--- src/rtl/cint_pkg.sv ---
package cint_pkg;
  localparam int CINT_SAMPLE_W = 14;
  localparam int CINT_CUR_W    = 12;
  localparam int CINT_BIAS_W   = 8;
  localparam int CINT_ACC_W    = 16;
  localparam int CINT_N_LOG2   = 7;
  localparam int CINT_FRAC_W   = 8;
  localparam int CINT_SCALE_W  = 8;
  localparam int CINT_SCALE    = 64;
endpackage

--- src/rtl/cint_avg.sv ---
module cint_avg #(
  parameter int SAMPLE_W = 14,
  parameter int N_LOG2   = 7,
  parameter int BIAS_W   = 8,
  parameter int CUR_W    = 12
) (
  input  logic                       clk,
  input  logic                       rst,
  input  logic                       in_valid,
  input  logic signed [SAMPLE_W-1:0] in_data,
  input  logic signed [BIAS_W-1:0]   bias,
  output logic signed [CUR_W-1:0]    cur_q,
  output logic                       fire_q
);
  localparam int SUM_W  = SAMPLE_W + N_LOG2;
  localparam int DIFF_W = SUM_W + 1;
  localparam logic [N_LOG2-1:0] CNT_LAST = '1;
  localparam logic signed [DIFF_W-1:0] HI_LIM = DIFF_W'((64'sd1 <<< (CUR_W-1)) - 64'sd1);
  localparam logic signed [DIFF_W-1:0] LO_LIM = ~HI_LIM;

  logic [N_LOG2-1:0]        cnt_q;
  logic signed [SUM_W-1:0]  sum_q, sum_nx, avg;
  logic signed [DIFF_W-1:0] diff;
  logic signed [CUR_W-1:0]  cur_nx;
  logic                     last;

  always_comb begin
    sum_nx = sum_q + {{N_LOG2{in_data[SAMPLE_W-1]}}, in_data};
    avg    = sum_nx >>> N_LOG2;
    diff   = {avg[SUM_W-1], avg} - {{(DIFF_W-BIAS_W){bias[BIAS_W-1]}}, bias};
    if (diff > HI_LIM)      cur_nx = HI_LIM[CUR_W-1:0];
    else if (diff < LO_LIM) cur_nx = LO_LIM[CUR_W-1:0];
    else                    cur_nx = diff[CUR_W-1:0];
    last = in_valid && (cnt_q == CNT_LAST);
  end

  always_ff @(posedge clk) begin
    if (rst) begin
      cnt_q  <= '0;
      sum_q  <= '0;
      cur_q  <= '0;
      fire_q <= 1'b0;
    end else begin
      fire_q <= last;
      if (in_valid) begin
        cnt_q <= cnt_q + N_LOG2'(1);
        sum_q <= last ? '0 : sum_nx;
        if (last) cur_q <= cur_nx;
      end
    end
  end

  // Register moves only on the block's final accepted sample
  assert_cur_hold_R2: assert property (@(posedge clk) disable iff (rst)
    !(in_valid && cnt_q == CNT_LAST) |=> $stable(cur_q));
  assert_fire_pulse_R2: assert property (@(posedge clk) disable iff (rst)
    fire_q |=> !fire_q);
endmodule

--- src/rtl/cint_acc.sv ---
module cint_acc #(
  parameter int CUR_W     = 12,
  parameter int ACC_W     = 16,
  parameter int FRAC_W    = 8,
  parameter int SCALE_W   = 8,
  parameter int SCALE_MUL = 64
) (
  input  logic                    clk,
  input  logic                    rst,
  input  logic                    step_en,
  input  logic signed [CUR_W-1:0] cur,
  input  logic [ACC_W/8-1:0]      we,
  input  logic [ACC_W-1:0]        wdata,
  output logic signed [ACC_W-1:0] acc_q,
  output logic                    upd_q
);
  localparam int NB = ACC_W / 8;
  localparam int PW = CUR_W + SCALE_W + 1;
  localparam int TW = PW + 1;
  localparam int SW = TW + ACC_W;
  localparam logic signed [PW-1:0] SCALE_S = PW'(SCALE_MUL);
  localparam logic signed [SW-1:0] HI_LIM  = SW'((64'sd1 <<< (ACC_W-1)) - 64'sd1);
  localparam logic signed [SW-1:0] LO_LIM  = ~HI_LIM;

  logic [FRAC_W-1:0]       res_q;
  logic signed [PW-1:0]    cur_x, prod;
  logic signed [TW-1:0]    tot, step;
  logic signed [SW-1:0]    sum;
  logic signed [ACC_W-1:0] acc_sat;
  logic [ACC_W-1:0]        merged;
  logic                    host_wr;

  always_comb begin
    cur_x = {{(PW-CUR_W){cur[CUR_W-1]}}, cur};
    prod  = cur_x * SCALE_S;
    tot   = {prod[PW-1], prod} + {{(TW-FRAC_W){1'b0}}, res_q};
    step  = tot >>> FRAC_W;
    sum   = {{(SW-ACC_W){acc_q[ACC_W-1]}}, acc_q} + {{(SW-TW){step[TW-1]}}, step};
    if (sum > HI_LIM)      acc_sat = HI_LIM[ACC_W-1:0];
    else if (sum < LO_LIM) acc_sat = LO_LIM[ACC_W-1:0];
    else                   acc_sat = sum[ACC_W-1:0];
    host_wr = |we;
  end

  for (genvar b = 0; b < NB; b++) begin : g_byte
    assign merged[b*8 +: 8] = we[b] ? wdata[b*8 +: 8] : acc_q[b*8 +: 8];

    assert_byte_wr_R8: assert property (@(posedge clk) disable iff (rst)
      we[b] |=> acc_q[b*8 +: 8] == $past(wdata[b*8 +: 8]));
  end

  always_ff @(posedge clk) begin
    if (rst) begin
      acc_q <= '0;
      res_q <= '0;
      upd_q <= 1'b0;
    end else begin
      upd_q <= step_en;
      if (host_wr) begin
        acc_q <= merged;
      end else if (step_en) begin
        acc_q <= acc_sat;
        res_q <= tot[FRAC_W-1:0];
      end
    end
  end

  assert_res_keep_R9: assert property (@(posedge clk) disable iff (rst)
    host_wr |=> $stable(res_q));
  assert_acc_hold_R6: assert property (@(posedge clk) disable iff (rst)
    (!step_en && !host_wr) |=> $stable(acc_q));
  assert_acc_sat_R7: assert property (@(posedge clk) disable iff (rst)
    (step_en && !host_wr && acc_q == HI_LIM[ACC_W-1:0] && !step[TW-1])
      |=> acc_q == $past(acc_q));
endmodule

--- src/rtl/cur_integrator.sv ---
module cur_integrator
  import cint_pkg::*;
#(
  parameter int SAMPLE_W  = CINT_SAMPLE_W,
  parameter int CUR_W     = CINT_CUR_W,
  parameter int BIAS_W    = CINT_BIAS_W,
  parameter int ACC_W     = CINT_ACC_W,
  parameter int N_LOG2    = CINT_N_LOG2,
  parameter int FRAC_W    = CINT_FRAC_W,
  parameter int SCALE_W   = CINT_SCALE_W,
  parameter int SCALE_MUL = CINT_SCALE
) (
  input  logic                clk,
  input  logic                rst,
  input  logic                s_valid,
  output logic                s_ready,
  input  logic [SAMPLE_W-1:0] s_data,
  input  logic [BIAS_W-1:0]   bias,
  input  logic [ACC_W/8-1:0]  acc_we,
  input  logic [ACC_W-1:0]    acc_wdata,
  output logic [CUR_W-1:0]    cur_out,
  output logic [ACC_W-1:0]    acc_out,
  output logic                upd
);
  logic                    take;
  logic                    fire;
  logic signed [CUR_W-1:0] cur_v;
  logic signed [ACC_W-1:0] acc_v;

  assign s_ready = !rst;
  assign take    = s_valid && s_ready;

  cint_avg #(
    .SAMPLE_W(SAMPLE_W), .N_LOG2(N_LOG2), .BIAS_W(BIAS_W), .CUR_W(CUR_W)
  ) u_avg (
    .clk(clk), .rst(rst), .in_valid(take), .in_data(s_data),
    .bias(bias), .cur_q(cur_v), .fire_q(fire)
  );

  cint_acc #(
    .CUR_W(CUR_W), .ACC_W(ACC_W), .FRAC_W(FRAC_W),
    .SCALE_W(SCALE_W), .SCALE_MUL(SCALE_MUL)
  ) u_acc (
    .clk(clk), .rst(rst), .step_en(fire), .cur(cur_v),
    .we(acc_we), .wdata(acc_wdata), .acc_q(acc_v), .upd_q(upd)
  );

  assign cur_out = cur_v;
  assign acc_out = acc_v;

  assert_upd_single_R5: assert property (@(posedge clk) disable iff (rst)
    upd |=> !upd);
  assert_upd_after_cur_R5: assert property (@(posedge clk) disable iff (rst)
    $rose(upd) |-> $stable(cur_out));
endmodule

--- config.mk ---
export PLATFORM = sky130hd
export DESIGN_NAME = cur_integrator
export DESIGN_NICKNAME = d
export VERILOG_FILES = /design/src/rtl/cint_pkg.sv /design/src/rtl/cint_avg.sv /design/src/rtl/cint_acc.sv /design/src/rtl/cur_integrator.sv
export SDC_FILE = /design/constraint.sdc
export NUM_CORES = 1
export LEC_CHECK = 0
export CORE_AREA = 5 5 122 182
export DETAILED_ROUTE_END_ITERATION = 7
export DIE_AREA = 0 0 127 187
export DONT_BUFFER_PORTS = 1
export REMOVE_ABC_BUFFERS = 1
export SLEW_MARGIN = 20
export SYNTH_ARGS = -nofsm -noshare
export SYNTH_HDL_FRONTEND = slang
export SYNTH_SLANG_ARGS = --single-unit
--- constraint.sdc ---
create_clock -name clk -period 14.2 [get_ports clk]
set_clock_uncertainty 0.15 [all_clocks]
set_input_delay 2.84 -clock clk [delete_from_list [all_inputs] [get_ports clk]]
set_output_delay 2.84 -clock clk [all_outputs]
set_load 0.03 [all_outputs]
==> run metrics <==
Max clock buf depth=2; vias in the first global route=4540; RSZ-0062 raised after global routing=false; CP cell instances=ha_1 > inv_1 > fa_1 > nor2b_1 > o2111ai_1 > nand3b_1 > a21o_1 > a21oi_1 > xnor2_1 > inv_1 > fa_1 > nand2b_1 > a21oi_1 > o2111ai_1 > a31oi_1 > a31oi_1 > a31oi_1 > a21oi_1 > a21oi_1; Routed WL=14100 µm; total gr overflow=0; delay-heaviest family, CP=compound AO/OA/AOI/OAI gates; max capacitance violation total=0; initial DRC count=166; initial antenna violation count=0; Starting Density=24.7%; Worst R2R End=u_acc.acc_q[3]$_SDFFE_PP0P_; routed via count=4602; Synth Cell Area=5020 µm²; Reg2Reg Depth=16; Synth Flop Type=dfxtp_1; first-pass GRT wire length=23100 µm; Async S/R FF share, synth=0%; worst reg2reg setup slack=9.02 ns; DRC viols=0; Antenna Nets Post-Route=0; Area Growth Syn to Fin=10.0%; setup bufs post-CTS=0; routed len/inst=15.5 µm; GRT Total Usage=12.2%; crit end category=register; leakage power=2.31 nW; # hold bufs at CTS=0; fmax=146 MHz; CTS Sinks=60; Horiz. Die Dim=127 µm; #FFs+latches synth=60; post-synth cell types=62; post-cts gate resize count=0; final setup fails=0; Core Rows=64; total chip power=673 µW; I/O Buffers=0; Slowest-stage cell, CP=a31oi_1; Pwr Density=122 nW/µm²; CTS tree=yes; Clock Latency Late Sink=0.34 ns; Mean Syn Cell Area=7.64 µm²; min-delay src=u_avg.sum_q[16]$_SDFFE_PP0P_; clock root cell=clkbuf_16; CP Class=in2reg; largest net degree at the start of global routing=51; worst-margin pin slew=0.928 ns; sequential fraction of the synthesis area=23.9%; CP peak stage delay=0.66 ns; WP depth=19; Worst Setup Start Kind=primary input; TNS Setup=0 ns; EDFF count, synth=0; HP Class=reg2reg; Num CTS Buffers=9; maximum VDD drop=65.0 µV; ANT cells=0; Tcrit/Tclk final=48.1%; status=completed; Mapped Cells=658; RePlAce Congestion=0.807; post-DP HPWL=10800 µm; origin of the critical flop-to-flop path=u_avg.cur_q[0]$_SDFFE_PP0P_; chip height=187 µm; Req. time, crit path=14.32 ns; drt first pass iters=4; Via density=5.04; Layout Nets=745; minimum clock period=6.83 ns; CP max FO=11; CP Buf/Inv Count=2; layout cells sized above 1=4.92%; most frequent cells in the layout=nor2_1, a21oi_1, dfxtp_1; Relative slew margins=37.9%; Ys Warns=0; Ports=73; CP arrival=6.95 ns; Critical Path Most Common Cell=a21oi_1; CP startpoint=s_data[0]; final slew viol count=0; endpoints failing hold=0; H-tree depth=3; clock-pin slew on the worst setup and hold paths=0.05 ns; full die area=23700 µm²; Core ar.=20300 µm²; critical path capture point=u_avg.cur_q[9]$_SDFFE_PP0P_
-- routing by layer --
layer | vias to the layer above | GRT usage (%) | routed length, µm
li1 | 2346 | - | -
met1 | 2140 | 12.6 | 5620
met2 | 95 | 23.1 | 7610
met3 | 21 | 3.34 | 675
met4 | 0 | 4.00 | 231
met5 | - | 0 | 0
-- through the flow --
stage | cells | util, % | hold WS [ns] | area, µm² | setup slack, ns
3_3_place_gp | 898 | 25.9 | 0.286 | 5260 | 7.00
2_1_floorplan | 632 | - | 0.280 | 4910 | 7.57
4_1_cts | 914 | 27.2 | 0.303 | 5530 | 7.30
6_report | 914 | 27.2 | 0.301 | 5530 | 7.37
5_1_grt | 914 | 27.2 | 0.327 | 5530 | 6.76
3_5_place_dp | 898 | 25.9 | 0.295 | 5260 | 6.95
-- flip-flops by register name (all words and copies together), names as in the netlist --
name          count
u_avg.sum_q      21
u_avg.cnt_q       7
u_avg.cur_q      12
u_acc.upd_q       1
u_acc.res_q       2
u_acc.acc_q      16
u_avg.fire_q      1
-- Yosys cell counts, drive strengths merged, types with 5 or more instances --
library cell,number,area share [%]
nand3,21,2.1
o21ai,28,2.8
buf,6,0.72
a31oi,12,1.5
xnor2,35,6.1
nand4,7,0.87
dfxtp,60,24
ha,53,13
nor2b,13,1.6
nand2b,13,1.6
a211oi,7,1.0
nor2,83,6.2
o21a,9,1.3
o211ai,6,0.90
clkbuf,20,1.5
a21oi,83,8.3
inv,38,2.8
or2,5,0.62
nor3,22,2.2
a21o,13,1.9
nand2,36,2.7
xor2,15,2.6
a22oi,11,1.6
-- worst register-to-register path, stage by stage, from the launching register on --
cell	delay, ns
dfxtp_1	0.57
ha_1	0.25
inv_1	0.06
fa_1	0.40
nor2b_1	0.20
nor2b_1	0.31
a41oi_1	0.38
ha_1	0.52
nand2_1	0.07
o21ai_1	0.25
a211oi_1	0.14
nor4_1	0.31
a2111oi_2	0.14
o31ai_2	0.59
buf_4	0.27
nor2_1	0.06
a2111oi_0	0.38
-- how the worst min path moves through the flow --
stage                                   endpoint  slack (ns)  depth (start not counted)
CTS                 u_avg.sum_q[14]$_SDFFE_PP0P_        0.30                          2
floorplan            u_avg.sum_q[0]$_SDFFE_PP0P_        0.28                          2
finish              u_avg.sum_q[16]$_SDFFE_PP0P_        0.30                          2
detailed placement  u_avg.sum_q[14]$_SDFFE_PP0P_        0.29                          2
global placement    u_avg.sum_q[12]$_SDFFE_PP0P_        0.29                          2
global route        u_avg.sum_q[12]$_SDFFE_PP0P_        0.33                          2
-- final cells by class --
class	count	area [µm²]
inverter	39	146
sequential	60	1200
clock inverter	5	27.5
clock buffer	11	243
tap	264	330
multi-input combinational	533	3570
fill	2254	14800
timing repair buffer	2	15.0
-- report_power, final --
group,internal [mW],switching [mW]
Combinational,0.118,0.158
Clock,0.121,0.0822
Sequential,0.180,0.0128
Total,0.420,0.253
-- kinds of logic (layout without fill, tap and decap cells) --
group,after synthesis,after routing,synth area share [%]
mux,5,5,1.05
simple gates,218,218,20.5
compound gates,203,203,25.9
buf+inv,65,57,5.13
xor+xnor,50,50,8.72
fa+ha+maj,57,57,14.8
flops,60,60,23.9
No activity file was read; power rests on OpenSTA's default activity.
